**config.mk**
```make
export PLATFORM = sky130hd
export DESIGN_NAME = cfg_timer
export DESIGN_NICKNAME = d
export VERILOG_FILES = /design/src/rtl/timer_pkg.sv /design/src/rtl/timer_gate.sv /design/src/rtl/timer_core.sv /design/src/rtl/timer_flags.sv /design/src/rtl/cfg_timer.sv
export SDC_FILE = /design/constraint.sdc
export NUM_CORES = 1
export LEC_CHECK = 0
export BUFFER_PORTS_ARGS = -buffer_cell sky130_fd_sc_hd__buf_4
export CELL_PAD_IN_SITES_DETAIL_PLACEMENT = 0
export CELL_PAD_IN_SITES_GLOBAL_PLACEMENT = 1
export CORE_ASPECT_RATIO = 1.4
export CORE_UTILIZATION = 30
export DETAILED_ROUTE_END_ITERATION = 8
export GPL_TIMING_DRIVEN = 0
export PLACE_DENSITY_LB_ADDON = 0.1
export SETUP_SLACK_MARGIN = 0.15
export SYNTH_ARGS = -nofsm -noshare
export SYNTH_HDL_FRONTEND = slang
export SYNTH_SLANG_ARGS = --single-unit
export TNS_END_PERCENT = 5
```
**constraint.sdc**
```tcl
create_clock -name clk -period 3.8 [get_ports clk]
set_input_delay 0.57 -clock clk [delete_from_list [all_inputs] [get_ports clk]]
set_output_delay 0.57 -clock clk [all_outputs]
set_load 0.01 [all_outputs]
```
**src/rtl/timer_pkg.sv**
```systemverilog
package timer_pkg;
  typedef enum logic [1:0] {
    MODE_UNUSED   = 2'd0,
    MODE_ONESHOT  = 2'd1,
    MODE_PERIODIC = 2'd2,
    MODE_CAPTURE  = 2'd3
  } tmode_e;

  localparam int unsigned FLAG_TO    = 0;
  localparam int unsigned FLAG_MATCH = 1;
  localparam int unsigned NUM_FLAGS  = 2;
endpackage

```
**src/rtl/timer_gate.sv**
```systemverilog
module timer_gate
  import timer_pkg::*;
(
  input  logic   clk,
  input  logic   rst,
  input  logic   en,
  input  logic   wait_trig,
  input  logic   trig_in,
  input  tmode_e mode,
  input  logic   stop_req,
  output logic   go
);
  logic armed_q;
  logic done_q;
  logic start_ok;

  // counting is allowed once armed, or straight away when no trigger is needed
  assign start_ok = armed_q || !wait_trig || trig_in;
  assign go       = en && !done_q && (mode != MODE_UNUSED) && start_ok;

  always_ff @(posedge clk) begin
    if (rst || !en) begin
      armed_q <= 1'b0;
      done_q  <= 1'b0;
    end else begin
      if (go)       armed_q <= 1'b1;
      if (stop_req) done_q  <= 1'b1;
    end
  end
endmodule

```
**src/rtl/timer_core.sv**
```systemverilog
module timer_core
  import timer_pkg::*;
#(
  parameter int unsigned W = 16
) (
  input  logic         clk,
  input  logic         rst,
  input  logic         en,
  input  logic         go,
  input  logic         cap_in,
  input  tmode_e       mode,
  input  logic         count_up,
  input  logic [W-1:0] load_val,
  input  logic [W-1:0] match_val,
  output logic [W-1:0] cnt,
  output logic         hit,
  output logic         match_hit,
  output logic         to_pulse
);
  localparam logic [W-1:0] ZERO = '0;
  localparam logic [W-1:0] ONE  = W'(1);

  logic         step;
  logic         at_limit;
  logic [W-1:0] start_val;
  logic [W-1:0] nxt;

  assign step      = go && ((mode != MODE_CAPTURE) || cap_in);
  assign start_val = count_up ? ZERO : load_val;
  assign at_limit  = count_up ? (cnt == load_val) : (cnt == ZERO);

  always_comb begin
    if (!at_limit)
      nxt = count_up ? (cnt + ONE) : (cnt - ONE);
    else if (mode == MODE_ONESHOT)
      nxt = cnt;
    else
      nxt = start_val;
  end

  assign hit       = step && at_limit;
  assign match_hit = step && (nxt == match_val);

  always_ff @(posedge clk) begin
    if (rst) begin
      cnt      <= ZERO;
      to_pulse <= 1'b0;
    end else begin
      to_pulse <= hit;
      if (!en)       cnt <= start_val;
      else if (step) cnt <= nxt;
    end
  end
endmodule

```
**src/rtl/timer_flags.sv**
```systemverilog
module timer_flags #(
  parameter int unsigned N = 2
) (
  input  logic         clk,
  input  logic         rst,
  input  logic [N-1:0] set,
  input  logic [N-1:0] clr,
  output logic [N-1:0] flag
);
  for (genvar i = 0; i < N; i++) begin : g_flag
    always_ff @(posedge clk) begin
      if (rst)         flag[i] <= 1'b0;
      else if (set[i]) flag[i] <= 1'b1;
      else if (clr[i]) flag[i] <= 1'b0;
    end
  end
endmodule

```
**src/rtl/cfg_timer.sv**
```systemverilog
module cfg_timer
  import timer_pkg::*;
#(
  parameter int unsigned W = 16
) (
  input  logic         clk,
  input  logic         rst,
  input  logic         en,
  input  logic         trig_in,
  input  logic         cap_in,
  input  logic [W-1:0] sib_count,
  input  logic [W-1:0] load_val,
  input  logic [W-1:0] match_val,
  input  logic [1:0]   mode,
  input  logic         count_up,
  input  logic         match_ie,
  input  logic         wait_trig,
  input  logic         snap_en,
  input  logic         clr_to,
  input  logic         clr_match,
  output logic [W-1:0] count,
  output logic         timeout,
  output logic         trig_out,
  output logic         to_flag,
  output logic         match_flag
);
  tmode_e               mode_e;
  logic                 go;
  logic                 hit;
  logic                 match_hit;
  logic                 to_pulse;
  logic [W-1:0]         cnt;
  logic [W-1:0]         snap_q;
  logic                 snap_mode;
  logic                 match_mode;
  logic [NUM_FLAGS-1:0] fset;
  logic [NUM_FLAGS-1:0] fclr;
  logic [NUM_FLAGS-1:0] fval;

  assign mode_e     = tmode_e'(mode);
  assign snap_mode  = snap_en && (mode_e == MODE_PERIODIC);
  assign match_mode = (mode_e == MODE_ONESHOT) || (mode_e == MODE_PERIODIC);

  timer_gate u_gate (
    .clk       (clk),
    .rst       (rst),
    .en        (en),
    .wait_trig (wait_trig),
    .trig_in   (trig_in),
    .mode      (mode_e),
    .stop_req  (hit && (mode_e == MODE_ONESHOT)),
    .go        (go)
  );

  timer_core #(.W(W)) u_core (
    .clk       (clk),
    .rst       (rst),
    .en        (en),
    .go        (go),
    .cap_in    (cap_in),
    .mode      (mode_e),
    .count_up  (count_up),
    .load_val  (load_val),
    .match_val (match_val),
    .cnt       (cnt),
    .hit       (hit),
    .match_hit (match_hit),
    .to_pulse  (to_pulse)
  );

  always_ff @(posedge clk) begin
    if (rst)                    snap_q <= '0;
    else if (hit && snap_mode)  snap_q <= sib_count;
  end

  assign fset[FLAG_TO]    = hit;
  assign fset[FLAG_MATCH] = match_hit && match_ie && match_mode;
  assign fclr[FLAG_TO]    = clr_to;
  assign fclr[FLAG_MATCH] = clr_match;

  timer_flags #(.N(NUM_FLAGS)) u_flags (
    .clk  (clk),
    .rst  (rst),
    .set  (fset),
    .clr  (fclr),
    .flag (fval)
  );

  assign count      = snap_mode ? snap_q : cnt;
  assign timeout    = to_pulse;
  assign trig_out   = to_pulse;
  assign to_flag    = fval[FLAG_TO];
  assign match_flag = fval[FLAG_MATCH];
endmodule

```
==> metrics.md, run 1 <==
| Metric | Value |
|---|---|
| Post-synth cell types | 57 |
| Post-synthesis sequential area ratio | 21.7% |
| Multi-input logic area | 2730 sq um |
| CP Data Arrival Time | 3.73 ns |
| Effective utilization at floorplan | 31.1% |
| Busiest layer in global routing | met2 |
| EDFF count, synth | 0 |
| ANT nets after route | 0 |
| CP max FO | 10 |
| Most frequent cells in the layout | buf_4, nand2_1, a21oi_1, dfxtp_1, nor2_1 |
| Maximum vdd drop | 0.286 mV |
| Syn Inst Count | 446 |
| Vias in the first global route | 3,680 |
| N_diodes | 0 |
| Syn_nets | 526 |
| Die Height | 128 microns |
| Nets | 627 |
| Total grt overflow | 0 |
| Total track usage | 21.6% |
| DRC viols | 0 |
| Hold path cells | 2 |
| Final Instance Area | 4710 sq um |
| Met2 GRT Util | 41.1% |
| First drt pass iteration count | 8 |
| Vias | 3,797 |
| Post-synth top area cell | dfxtp_1 |
| Synth-to-layout area growth | 37.8% |
| First-pass GRT wire length | 19.6 mm |
| Req. time, crit path | 4.03 ns |
| Max Cap Viol | 0 |
| Initial drt markers | 278 |
| M1 GR Usage | 24.9% |
| Hold endpoint | snap_q[4] |
| Lkg Pwr | 1.85 nW |
| CTS tree | yes |
| P per Cell Area | 318 nW/um^2 |
| Initial antenna violation count | 0 |
| Worst-path clk slew | 0.05 ns |
| Htree depth | 2 |
| R2r setup slk | 0.37 ns |
| Sink Count | 37 |
| R2R Path End | u_flags.flag[1] |
| Placed insts | 667 |
| Placer Congestion | 0.846 |
| Final Skew | 0.00359 ns |
| CTS Buffer Depth | 2 |
| RSZ-0062 raised after global routing | true |
| Share of cells above drive strength 1 | 29.3% |
| Port buffer count | 80 |
| Setup TNS | 0 ns |
| WHS | 0.448 ns |
| WS Path Type | input port to flip-flop |
| Core Util, Final | 42.9% |
| Slowest-stage cell, CP | o311a_4 |
| Reg2reg start | u_core.cnt[0] |
| R2R depth | 12 |
| Yosys warnings | 0 |
| Crit-path max cell delay | 0.41 ns |
| Design Power | 1.50 mW |
| Register Area | 741 sq um |
| # setup viols final | 0 |
| Most common cell after layout, fill and taps aside | buf_4 |
| Cell family with most CP delay | simple AND/OR/NAND/NOR gates |
| Final Hold Fails | 0 |
| Max Clock Freq | 286 MHz |
| Die area | 11,800 sq um |
| Vias per inst | 5.52 |
| CP most frequent cell | nand4_1 |
| Yosys top cell area share | 21.7% |
| Ports | 81 |
| Outcome | completed |
| DRT Wirelength | 13.0 mm |
| Clock Tree Root | clkbuf_16 |
| Die X | 92.2 microns |
| Crit-path cells | buf_4, buf_8, clkinvlp_4, ha_4, o211ai_1, a21oi_4, o311a_4, a2111oi_4, nor4_1, nor4_2, nand4_1, nor4_4, nand4_1, nand2_1 |
| Rel. slew slack | 55.1% |
| Layout Cells excl Fill | 688 |
| Hold buffer count at CTS | 0 |
| Sum of buffers and inverters on the critical path | 3 |
| Most area-consuming cells after synthesis | dfxtp_1, a21oi_1, ha_1, mux2_2, nand2_1 |
| Synth Flop Type | dfxtp_1 |
| Worst-Margin Slew | 0.671 ns |
| Filler instances | 1,198 |
| Critical hold path startpoint | snap_q[4] |
| Crit path launch type | input port |
| Min Clock Period, post-route | 3.50 ns |
| Inserted Clock Buffers | 5 |
| Post-DR wirelength/cell | 18.8 microns |
| Largest net degree at the start of global routing | 11 |
| Clock Latency Late Sink | 0.28 ns |
| Mean Syn Cell Area | 7.66 sq um |
| Number of synthesized register bits | 37 |
| Number of core rows | 45 |
| DP HPWL | 10.0 mm |
| Placement Cell Area | 4190 sq um |
| Met3 GRT Util | 2.49% |
| Pre-CTS setup slack | -0.918 ns |
| Placeable Area | 11,000 sq um |
| Critical path capture point type | flip-flop |
| Final period util | 92.1% |
| Post-route setup slack | 0.299 ns |
| Hold crit path type | flip-flop to flip-flop |
| Fraction of registers with async set/reset | 0% |
| Slew Viols, Final | 0 |
| Mapped Area | 3420 sq um |
-- worst max path at each step --
stage / from / slack, ns / cells past startpoint / end
6_report: count_up / 0.30 / 14 / u_flags.flag[1]
5_1_grt: count_up / 0.13 / 14 / u_flags.flag[1]
4_1_cts: count_up / 0.03 / 14 / u_flags.flag[1]
3_5_place_dp: count_up / -0.92 / 14 / u_flags.flag[1]
3_3_place_gp: count_up / -0.89 / 14 / u_flags.flag[1]
2_1_floorplan: count_up / 0.23 / 13 / u_flags.flag[1]
-- logic make-up (layout without fill, tap and decap cells) --
group | count (synthesis) | in the layout | share of synthesized area, %
and+or+nand+nor | 148 | 148 | 22.1
adders and majority gates | 19 | 19 | 7.18
DFF | 37 | 37 | 21.7
buffers and inverters | 45 | 146 | 5.20
AOI/OAI and AO/OA | 149 | 149 | 30.2
xor gates and xnor gates | 28 | 28 | 7.18
muxes | 20 | 20 | 6.48
-- power by group --
| part | internal (mW) | total [mW] | leakage (nW) | switching (mW) |
|---|---|---|---|---|
| Sequential | 0.406 | 0.447 | 0.301 | 0.0408 |
| Clock | 0.257 | 0.407 | 0.0700 | 0.150 |
| Combinational | 0.297 | 0.645 | 1.48 | 0.348 |
| Total | 0.960 | 1.50 | 1.85 | 0.539 |
-- state kept, by name (all words and copies together) (netlist names) --
register / flops
u_gate.armed_q: 1
u_core.to_pulse: 1
u_flags.flag: 2
u_gate.done_q: 1
snap_q: 16
u_core.cnt: 16
-- worst reg2reg max path, delay by kind of cell, from the launching register on --
family | cells | cell delay, ns
buf+inv | 2 | 0.43
compound gates | 3 | 0.91
flops | 1 | 0.29
simple gates | 7 | 1.75
-- cells in the mapped netlist, types with 7 or more instances --
cell      count
a21oi_1      49
nand2_1      49
dfxtp_1      37
nor2_1       30
inv_1        20
clkbuf_1     18
ha_1         18
xnor2_1      18
mux2_2       17
o21ai_0      17
a211oi_1     13
nor3b_1      13
o211ai_1     11
a222oi_1     10
xor2_1       10
nor4_1        8
nand4_1       7
-- routing by layer --
layer,up-vias,share of wire (%)
li1,1888,-
met1,1773,41
met2,120,53
met3,16,4.7
met4,0,1.4
met5,-,0
-- area by class of cell --
cell class / count / area share, %
timing repair inverter: 1 / 0.159
buffer: 25 / 2.68
sequential: 37 / 15.7
inverter: 20 / 1.67
tap: 141 / 3.75
multi-input combinational: 364 / 58.1
clock buffer: 7 / 3.03
timing repair buffer: 93 / 14.9
-- timing repair --
| action | in CTS | in global routing |
|---|---|---|
| cloned | 0 | 1 |
| pin swaps | 0 | 9 |
| buffers inserted | 2 | 11 |
| endpoints found under the setup margin | 22 | 17 |
| gates resized for setup | 10 | 46 |
Power figures use the tool's default switching activity.
==> inputs of run 2 (changes only) <==
--- a/config.mk
+++ b/config.mk
@@ -5,6 +5,7 @@
 export SDC_FILE = /design/constraint.sdc
 export NUM_CORES = 1
 export LEC_CHECK = 0
+export ABC_AREA = 1
 export BUFFER_PORTS_ARGS = -buffer_cell sky130_fd_sc_hd__buf_4
 export CELL_PAD_IN_SITES_DETAIL_PLACEMENT = 0
 export CELL_PAD_IN_SITES_GLOBAL_PLACEMENT = 1
==> run 2 against run 1 <==
  * Final cell count up 47%
  * Clock skew rose by 0.0040 ns
  * Wire length is 13% higher
  * Worst hold slack improved by 0.0035 ns
  * Sequential cell count is the same
  * Power shrank 0.58%
  * Non-clock buffer count is 16 lower
  * Register-to-register slack better by 0.68 ns
  * Sequential share of layout area down 0.81 points
  * Sequential power is essentially flat
  * Global-route usage grew 0.55 points
  * Critical path type unchanged
  * Largest power group unchanged
  * Highest routed layer unchanged
==> metrics.md, run 2 <==
| Metric | Value |
|---|---|
| CTS tree | yes (unchanged) |
| Req. time, crit path | 4.02 ns (was 4.03 ns) |
| First drt pass iteration count | 4 (was 8) |
| Synth Flop Type | dfxtp_1 (unchanged) |
| Vias | 4,784 (was 3,797) |
| Worst-Margin Slew | 0.597 ns (was 0.671 ns) |
| Inserted Clock Buffers | 5 (unchanged) |
| Final Instance Area | 4960 sq um (was 4710 sq um) |
| Number of core rows | 49 (was 45) |
| Max Cap Viol | 0 (unchanged) |
| # setup viols final | 0 (unchanged) |
| Yosys warnings | 0 (unchanged) |
| Port buffer count | 79 (was 80) |
| Critical path capture point type | flip-flop (unchanged) |
| Die Height | 139 microns (was 128 microns) |
| EDFF count, synth | 0 (unchanged) |
| Most common cell after layout, fill and taps aside | nand2_1 (was buf_4) |
| R2R Path End | u_flags.flag[1] (unchanged) |
| DRC viols | 0 (unchanged) |
| Sink Count | 37 (unchanged) |
| Setup TNS | 0 ns (unchanged) |
| Lkg Pwr | 2.53 nW (was 1.85 nW) |
| Htree depth | 2 (unchanged) |
| Min Clock Period, post-route | 3.24 ns (was 3.50 ns) |
| Syn_nets | 825 (was 526) |
| CP endpoint | u_flags.flag[1] (unchanged) |
| Outcome | completed (unchanged) |
| Total grt overflow | 0 (unchanged) |
| Mean Syn Cell Area | 5.38 sq um (was 7.66 sq um) |
| First-pass GRT wire length | 23.9 mm (was 19.6 mm) |
| P per Cell Area | 300 nW/um^2 (was 318 nW/um^2) |
| N_diodes | 0 (unchanged) |
| R2R depth | 17 (was 12) |
| Maximum vdd drop | 0.159 mV (was 0.286 mV) |
| DRT Wirelength | 14.7 mm (was 13.0 mm) |
| Reg2reg start | u_core.cnt[0] (unchanged) |
| RSZ-0062 raised after global routing | false (was true) |
| Most area-consuming cells after synthesis | nand2_1, dfxtp_1, nand3_1, inv_1, nor2_1 (was dfxtp_1, a21oi_1, ha_1, mux2_2, nand2_1) |
| Initial drt markers | 217 (was 278) |
| Final Skew | 0.00756 ns (was 0.00359 ns) |
| Share of cells above drive strength 1 | 13.0% (was 29.3%) |
| Most frequent cells after synthesis | nand2_1, inv_1, nand3_1, nor2_1, dfxtp_1 (was a21oi_1, nand2_1, dfxtp_1, nor2_1, inv_1) |
| Die area | 13,800 sq um (was 11,800 sq um) |
| WHS | 0.452 ns (was 0.448 ns) |
| WS Path Type | input port to flip-flop (unchanged) |
| ANT nets after route | 0 (unchanged) |
| Final period util | 85.4% (was 92.1%) |
| Syn Inst Count | 745 (was 446) |
| R2r setup slk | 1.05 ns (was 0.37 ns) |
| Placeable Area | 12,900 sq um (was 11,000 sq um) |
| Die X | 99.7 microns (was 92.2 microns) |
| Mapped Area | 4010 sq um (was 3420 sq um) |
| Rel. slew slack | 60.2% (was 55.1%) |
| Vias in the first global route | 4,746 (was 3,680) |
| Post-synth cell types | 32 (was 57) |
| Hold crit path type | flip-flop to flip-flop (unchanged) |
| Number of synthesized register bits | 37 (unchanged) |
| Crit path launch type | input port (unchanged) |
| Met3 GRT Util | 2.02% (was 2.49%) |
| Clock Latency Late Sink | 0.29 ns (was 0.28 ns) |
| CTS Buffer Depth | 2 (unchanged) |
| M1 GR Usage | 26.4% (was 24.9%) |
| Post-synthesis sequential area ratio | 18.5% (was 21.7%) |
| Synth-to-layout area growth | 23.9% (was 37.8%) |
| Initial antenna violation count | 0 (unchanged) |
| Clock Tree Root | clkbuf_16 (unchanged) |
| Nets | 910 (was 627) |
| Worst-path clk slew | 0.06 ns (was 0.05 ns) |
| Biggest regs | snap_q (16), u_core.cnt (16), u_flags.flag (2) (unchanged) |
| CP Data Arrival Time | 3.47 ns (was 3.73 ns) |
| CP max FO | 23 (was 10) |
| Most frequent cells in the layout | nand2_1, inv_1, nand3_1, buf_4, nor2_1 (was buf_4, nand2_1, a21oi_1, dfxtp_1, nor2_1) |
| Busiest layer in global routing | met2 (unchanged) |
| Placer Congestion | 0.902 (was 0.846) |
| Post-synth top area cell | nand2_1 (was dfxtp_1) |
| Vias per inst | 4.74 (was 5.52) |
| Met2 GRT Util | 39.7% (was 41.1%) |
| Placement Cell Area | 4820 sq um (was 4190 sq um) |
| Largest net degree at the start of global routing | 24 (was 11) |
| Core Util, Final | 38.4% (was 42.9%) |
| Slew Viols, Final | 0 (unchanged) |
| Pre-CTS setup slack | -0.795 ns (was -0.918 ns) |
| Post-DR wirelength/cell | 14.5 microns (was 18.8 microns) |
| DP HPWL | 12.2 mm (was 10.0 mm) |
| Count leader, synth | nand2_1 |
| Fraction of registers with async set/reset | 0% (unchanged) |
| Ports | 81 (unchanged) |
| Total track usage | 22.1% (was 21.6%) |
| Post-route setup slack | 0.555 ns (was 0.299 ns) |
| Max Clock Freq | 308 MHz (was 286 MHz) |
| Yosys top cell area share | 24.8% (was 21.7%) |
| Final Hold Fails | 0 (unchanged) |
| Effective utilization at floorplan | 31.0% (was 31.1%) |
| Setup crit start | count_up (unchanged) |
run 2: cell types whose count changed after synthesis, moves of 10 or more:
cell | before | now
a21oi_1 | 49 | 17
nand3_1 | 6 | 99
xnor2_1 | 18 | 3
nand2_1 | 49 | 265
nor2_1 | 30 | 65
o21ai_0 | 17 | 34
nor3b_1 | 13 | 0
a222oi_1 | 10 | 0
mux2_2 | 17 | 0
inv_1 | 20 | 116
o211ai_1 | 11 | 0
a31oi_1 | 2 | 16
run 2: cell type report:
| class | instances | area [sq um] |
|---|---|---|
| clock inverters | 2 | 10.0 |
| multi-input cells | 562 | 2690 |
| flip-flops and latches | 37 | 741 |
| fillers | 1482 | 7970 |
| repair buffers | 79 | 593 |
| plain buffers | 23 | 115 |
| clock buffers | 6 | 129 |
| inverters | 122 | 462 |
| well taps | 178 | 223 |
run 2: through the flow:
step / instances / power [mW]
finish: 1009 / 1.49
global route: 1009 / 1.61
CTS: 1009 / 1.50
detailed placement: 1002 / 1.08
global placement: 1002 / 1.08
floorplan: 745 / 0.864
run 2: power breakdown:
part / switching (mW) / leakage [nW] / internal (mW)
clock: 0.173 / 0.0706 / 0.241
sequential: 0.0367 / 0.301 / 0.407
combinational: 0.387 / 2.16 / 0.245
run 2: cells by family after synthesis:
group	count (synthesis)	synth area share [%]
xor gates and xnor gates	4	0.875
buffers and inverters	146	14.3
AOI/OAI and AO/OA	84	12.1
DFF	37	18.5
and+or+nand+nor	455	48.1
adders and majority gates	19	6.12
run 2: worst min-delay path by stage:
stage	start	to	slack, ns	cells after the start
3_5_place_dp	u_gate.done_q	u_gate.done_q	0.45	2
5_1_grt	u_gate.done_q	u_gate.done_q	0.48	2
6_report	u_gate.done_q	u_gate.done_q	0.45	2
3_3_place_gp	u_gate.done_q	u_gate.done_q	0.44	2
4_1_cts	u_gate.done_q	u_gate.done_q	0.45	2
2_1_floorplan	u_gate.done_q	u_gate.done_q	0.43	2
run 2: metal layers:
metal	vias up	part of all wire, %	wire length, microns
li1	2528	-	-
met1	2123	43	6310
met2	108	51	7440
met3	25	3.3	490
met4	0	3.0	435
met5	-	0	0
run 2: repair_timing:
item                                    4_1_cts  5_1_grt
buffers inserted                              0        0
hold buffers                                  0        0
cloned                                        0        0
endpoints found under the setup margin        9        1
gates resized for setup                       2        2
run 2: critical path, stage by stage:
cell and delay, ns:
buf_4 0.16, clkinvlp_4 0.32, buf_4 0.36, ha_1 0.40, a21oi_1 0.14, nand2_1 0.13, nand2_1 0.11, nand2_1 0.14
nand2_1 0.09, nand2_1 0.07, inv_1 0.06, nand3_1 0.09, nand3_1 0.12, nand2_1 0.05, nor2_1 0.08, nand2_1 0.06
nor2_1 0.23, nand3_1 0.13, a21oi_1 0.13
==> inputs of run 3 (changes only) <==
--- a/config.mk
+++ b/config.mk
@@ -9,11 +9,12 @@
 export BUFFER_PORTS_ARGS = -buffer_cell sky130_fd_sc_hd__buf_4
 export CELL_PAD_IN_SITES_DETAIL_PLACEMENT = 0
 export CELL_PAD_IN_SITES_GLOBAL_PLACEMENT = 1
-export CORE_ASPECT_RATIO = 1.4
+export CORE_ASPECT_RATIO = 0.75
 export CORE_UTILIZATION = 30
+export CTS_BUF_LIST = sky130_fd_sc_hd__clkbuf_2 sky130_fd_sc_hd__clkbuf_4 sky130_fd_sc_hd__clkbuf_8
 export DETAILED_ROUTE_END_ITERATION = 8
 export GPL_TIMING_DRIVEN = 0
-export PLACE_DENSITY_LB_ADDON = 0.1
+export PLACE_DENSITY_LB_ADDON = 0.08
 export SETUP_SLACK_MARGIN = 0.15
 export SYNTH_ARGS = -nofsm -noshare
 export SYNTH_HDL_FRONTEND = slang
==> run 3 against run 2 <==
  * Global-route usage decreased by 0.19 points
  * Combinational power increased by 1%
  * Die area about the same
  * Maximum frequency decreased by 3.4%
  * Register-to-register slack got worse by 0.16 ns
  * Core utilization decreased by 0.49 points
  * Sequential cell count unchanged
  * Final cell count decreased by 0.69%
  * Clock power decreased by 11%
  * Sequential share of layout area increased by 0.098 points
  * First-iteration DRC count increased by 66%
  * Worst setup slack got worse by 0.11 ns
  * Highest routed layer unchanged
==> metrics.md, run 3 (synthesized netlist as in run 2, its figures left out) <==
| Metric | Value |
|---|---|
| Outcome | completed (unchanged) |
| Busiest layer in global routing | met1 (was met2) |
| Most frequent cells in the layout | nand2_1, inv_1, nand3_1, buf_4, nor2_1 (unchanged) |
| Maximum vdd drop | 0.125 mV (was 0.159 mV) |
| Max Cap Viol | 0 (unchanged) |
| Switching part of the total | 41.5% (was 40.0%) |
| Number of core rows | 36 (was 49) |
| Clock Tree Root | clkbuf_8 (was clkbuf_16) |
| Crit path launch type | input port (unchanged) |
| M1 GR Usage | 33.8% (was 26.4%) |
| Die Height | 102 microns (was 139 microns) |
| Final Hold Fails | 0 (unchanged) |
| Core Util, Final | 37.9% (was 38.4%) |
| Vias | 4,865 (was 4,784) |
| Final period util | 88.4% (was 85.4%) |
| Initial drt markers | 360 (was 217) |
| Slew Viols, Final | 0 (unchanged) |
| Lkg Pwr | 2.52 nW (was 2.53 nW) |
| RSZ-0062 raised after global routing | false (unchanged) |
| N_diodes | 0 (unchanged) |
| Total track usage | 21.9% (was 22.1%) |
| Synth-to-layout area growth | 23.1% (was 23.9%) |
| Critical path capture point type | flip-flop (unchanged) |
| Setup TNS | 0 ns (unchanged) |
| CP Data Arrival Time | 3.60 ns (was 3.47 ns) |
| WHS | 0.455 ns (was 0.452 ns) |
| Port buffer count | 79 (unchanged) |
| Placeable Area | 13,000 sq um (was 12,900 sq um) |
| Vias per inst | 4.86 (was 4.74) |
| DRC viols | 0 (unchanged) |
| Layout Cells excl Fill | 1,002 (was 1,009) |
| DRT Wirelength | 14.7 mm (about the same) |
| Vias in the first global route | 4,298 (was 4,746) |
| Req. time, crit path | 4.04 ns (was 4.02 ns) |
| Pre-CTS setup slack | -0.654 ns (was -0.795 ns) |
| Min Clock Period, post-route | 3.36 ns (was 3.24 ns) |
| Clock Latency Late Sink | 0.31 ns (was 0.29 ns) |
| Share of cells above drive strength 1 | 13.1% (was 13.0%) |
| Worst-Margin Slew | 0.529 ns (was 0.597 ns) |
| Post-DR wirelength/cell | 14.7 microns (was 14.5 microns) |
| Most common cell after layout, fill and taps aside | nand2_1 (unchanged) |
| Rel. slew slack | 64.8% (was 60.2%) |
| Htree depth | 2 (unchanged) |
| Initial antenna violation count | 0 (unchanged) |
| First drt pass iteration count | 5 (was 4) |
| R2R depth | 17 (unchanged) |
| Total grt overflow | 0 (unchanged) |
| Final Skew | 0.0147 ns (was 0.00756 ns) |
| Internal power | 848 uW (was 893 uW) |
| Sink Count | 37 (unchanged) |
| Clock share of power | 25.4% (was 27.8%) |
| P per Cell Area | 294 nW/um^2 (was 300 nW/um^2) |
| Worst-path clk slew | 0.09 ns (was 0.06 ns) |
| Hold buffer count at CTS | 0 (unchanged) |
| DP HPWL | 12.4 mm (was 12.2 mm) |
| Nets | 910 (unchanged) |
| Hold crit path type | flip-flop to flip-flop (unchanged) |
| Placer Congestion | 0.860 (was 0.902) |
| CTS tree | yes (unchanged) |
| CP max FO | 23 (unchanged) |
| CTS Buffer Depth | 2 (unchanged) |
| Post-route setup slack | 0.440 ns (was 0.555 ns) |
| # setup viols final | 0 (unchanged) |
| Ports | 81 (unchanged) |
| Biggest regs | snap_q (16), u_core.cnt (16), u_flags.flag (2) (unchanged) |
| Met3 GRT Util | 3.97% (was 2.02%) |
| Seq pwr share | 30.6% (was 29.8%) |
| Die X | 135 microns (was 99.7 microns) |
| Effective utilization at floorplan | 30.8% (was 31.0%) |
| ANT nets after route | 0 (unchanged) |
| Net switching power | 602 uW (was 596 uW) |
| Largest net degree at the start of global routing | 24 (unchanged) |
| Die area | 13,800 sq um (about the same) |
| Met2 GRT Util | 31.5% (was 39.7%) |
| WS Path Type | input port to flip-flop (unchanged) |
| Max Clock Freq | 298 MHz (was 308 MHz) |
| Hold path cells | 2 (unchanged) |
| Inserted Clock Buffers | 5 (unchanged) |
| Filler instances | 1,456 (was 1,482) |
| First-pass GRT wire length | 23.0 mm (was 23.9 mm) |
| Placed insts | 995 (was 1,002) |
| Comb power frac | 44.0% (was 42.4%) |
## run 3: cell types whose count changed in the layout (fill, tap and decap cells not counted)
| cell | previous run | this run |
|---|---|---|
| bufinv_16 | 0 | 1 |
| buf_4 | 81 | 80 |
| clkbuf_1 | 17 | 16 |
| clkinv_4 | 0 | 1 |
| clkbuf_8 | 0 | 5 |
| clkbuf_16 | 5 | 0 |
| clkbuf_4 | 0 | 1 |
| clkinvlp_4 | 1 | 2 |
| clkinv_2 | 2 | 0 |
## run 3: worst max-delay path, cell delays in order
cell and delay (ns):
buf_4 0.16, clkinvlp_4 0.33, clkbuf_4 0.40, ha_1 0.42, a21oi_1 0.14, nand2_1 0.13
nand2_1 0.10, nand2_1 0.15, nand2_1 0.10, nand2_1 0.07, inv_1 0.05, nand3_1 0.08
nand3_1 0.13, nand2_1 0.06, nor2_1 0.08, nand2_1 0.06, nor2_1 0.26, nand3_1 0.16
a21oi_1 0.14
## run 3: what timing repair did
| action | 4_1_cts | 5_1_grt |
|---|---|---|
| setup buffers | 0 | 0 |
| setup endpoints to repair | 3 | 1 |
| resized for setup | 2 | 1 |
| hold endpoints to repair | 0 | 0 |
## run 3: layer usage
metal / routed length, microns / vias to the layer above
met5: 0 / -
li1: - / 2528
met4: 66 / 0
met1: 7850 / 2200
met3: 926 / 6
met2: 5870 / 131
## run 3: stage by stage
step,cell area (sq um),power (mW)
global placement,4810,1.08
floorplan,4010,0.864
detailed placement,4810,1.09
finish,4930,1.45
CTS,4930,1.46
global route,4930,1.57
## run 3: area by class of cell
cell class                      count  area, sq um  area share, %
Tap cell                          171          214           4.34
Multi-Input combinational cell    562         2690           54.6
Sequential cell                    37          741           15.0
Timing Repair Buffer               79          593           12.0
Inverter                          122          462           9.36
Clock buffer                        5         68.8           1.40
Buffer                             23          115           2.33
Clock inverter                      3         46.3          0.939
## run 3: final timing paths
check / from / to / slack [ns]
max reg2reg: u_core.cnt[0] / u_flags.flag[1] / 0.89
min reg2reg: u_gate.done_q / u_gate.done_q / 0.46
max: count_up / u_flags.flag[1] / 0.44
min: u_gate.done_q / u_gate.done_q / 0.46
## run 3: power by group through the flow
stage / Clock [mW] / Sequential [mW] / Combinational (mW)
2_1_floorplan: 0 / 0.435 / 0.429
3_3_place_gp: 0 / 0.453 / 0.627
3_5_place_dp: 0 / 0.453 / 0.632
4_1_cts: 0.376 / 0.444 / 0.635
5_1_grt: 0.394 / 0.447 / 0.726
6_report: 0.368 / 0.444 / 0.639
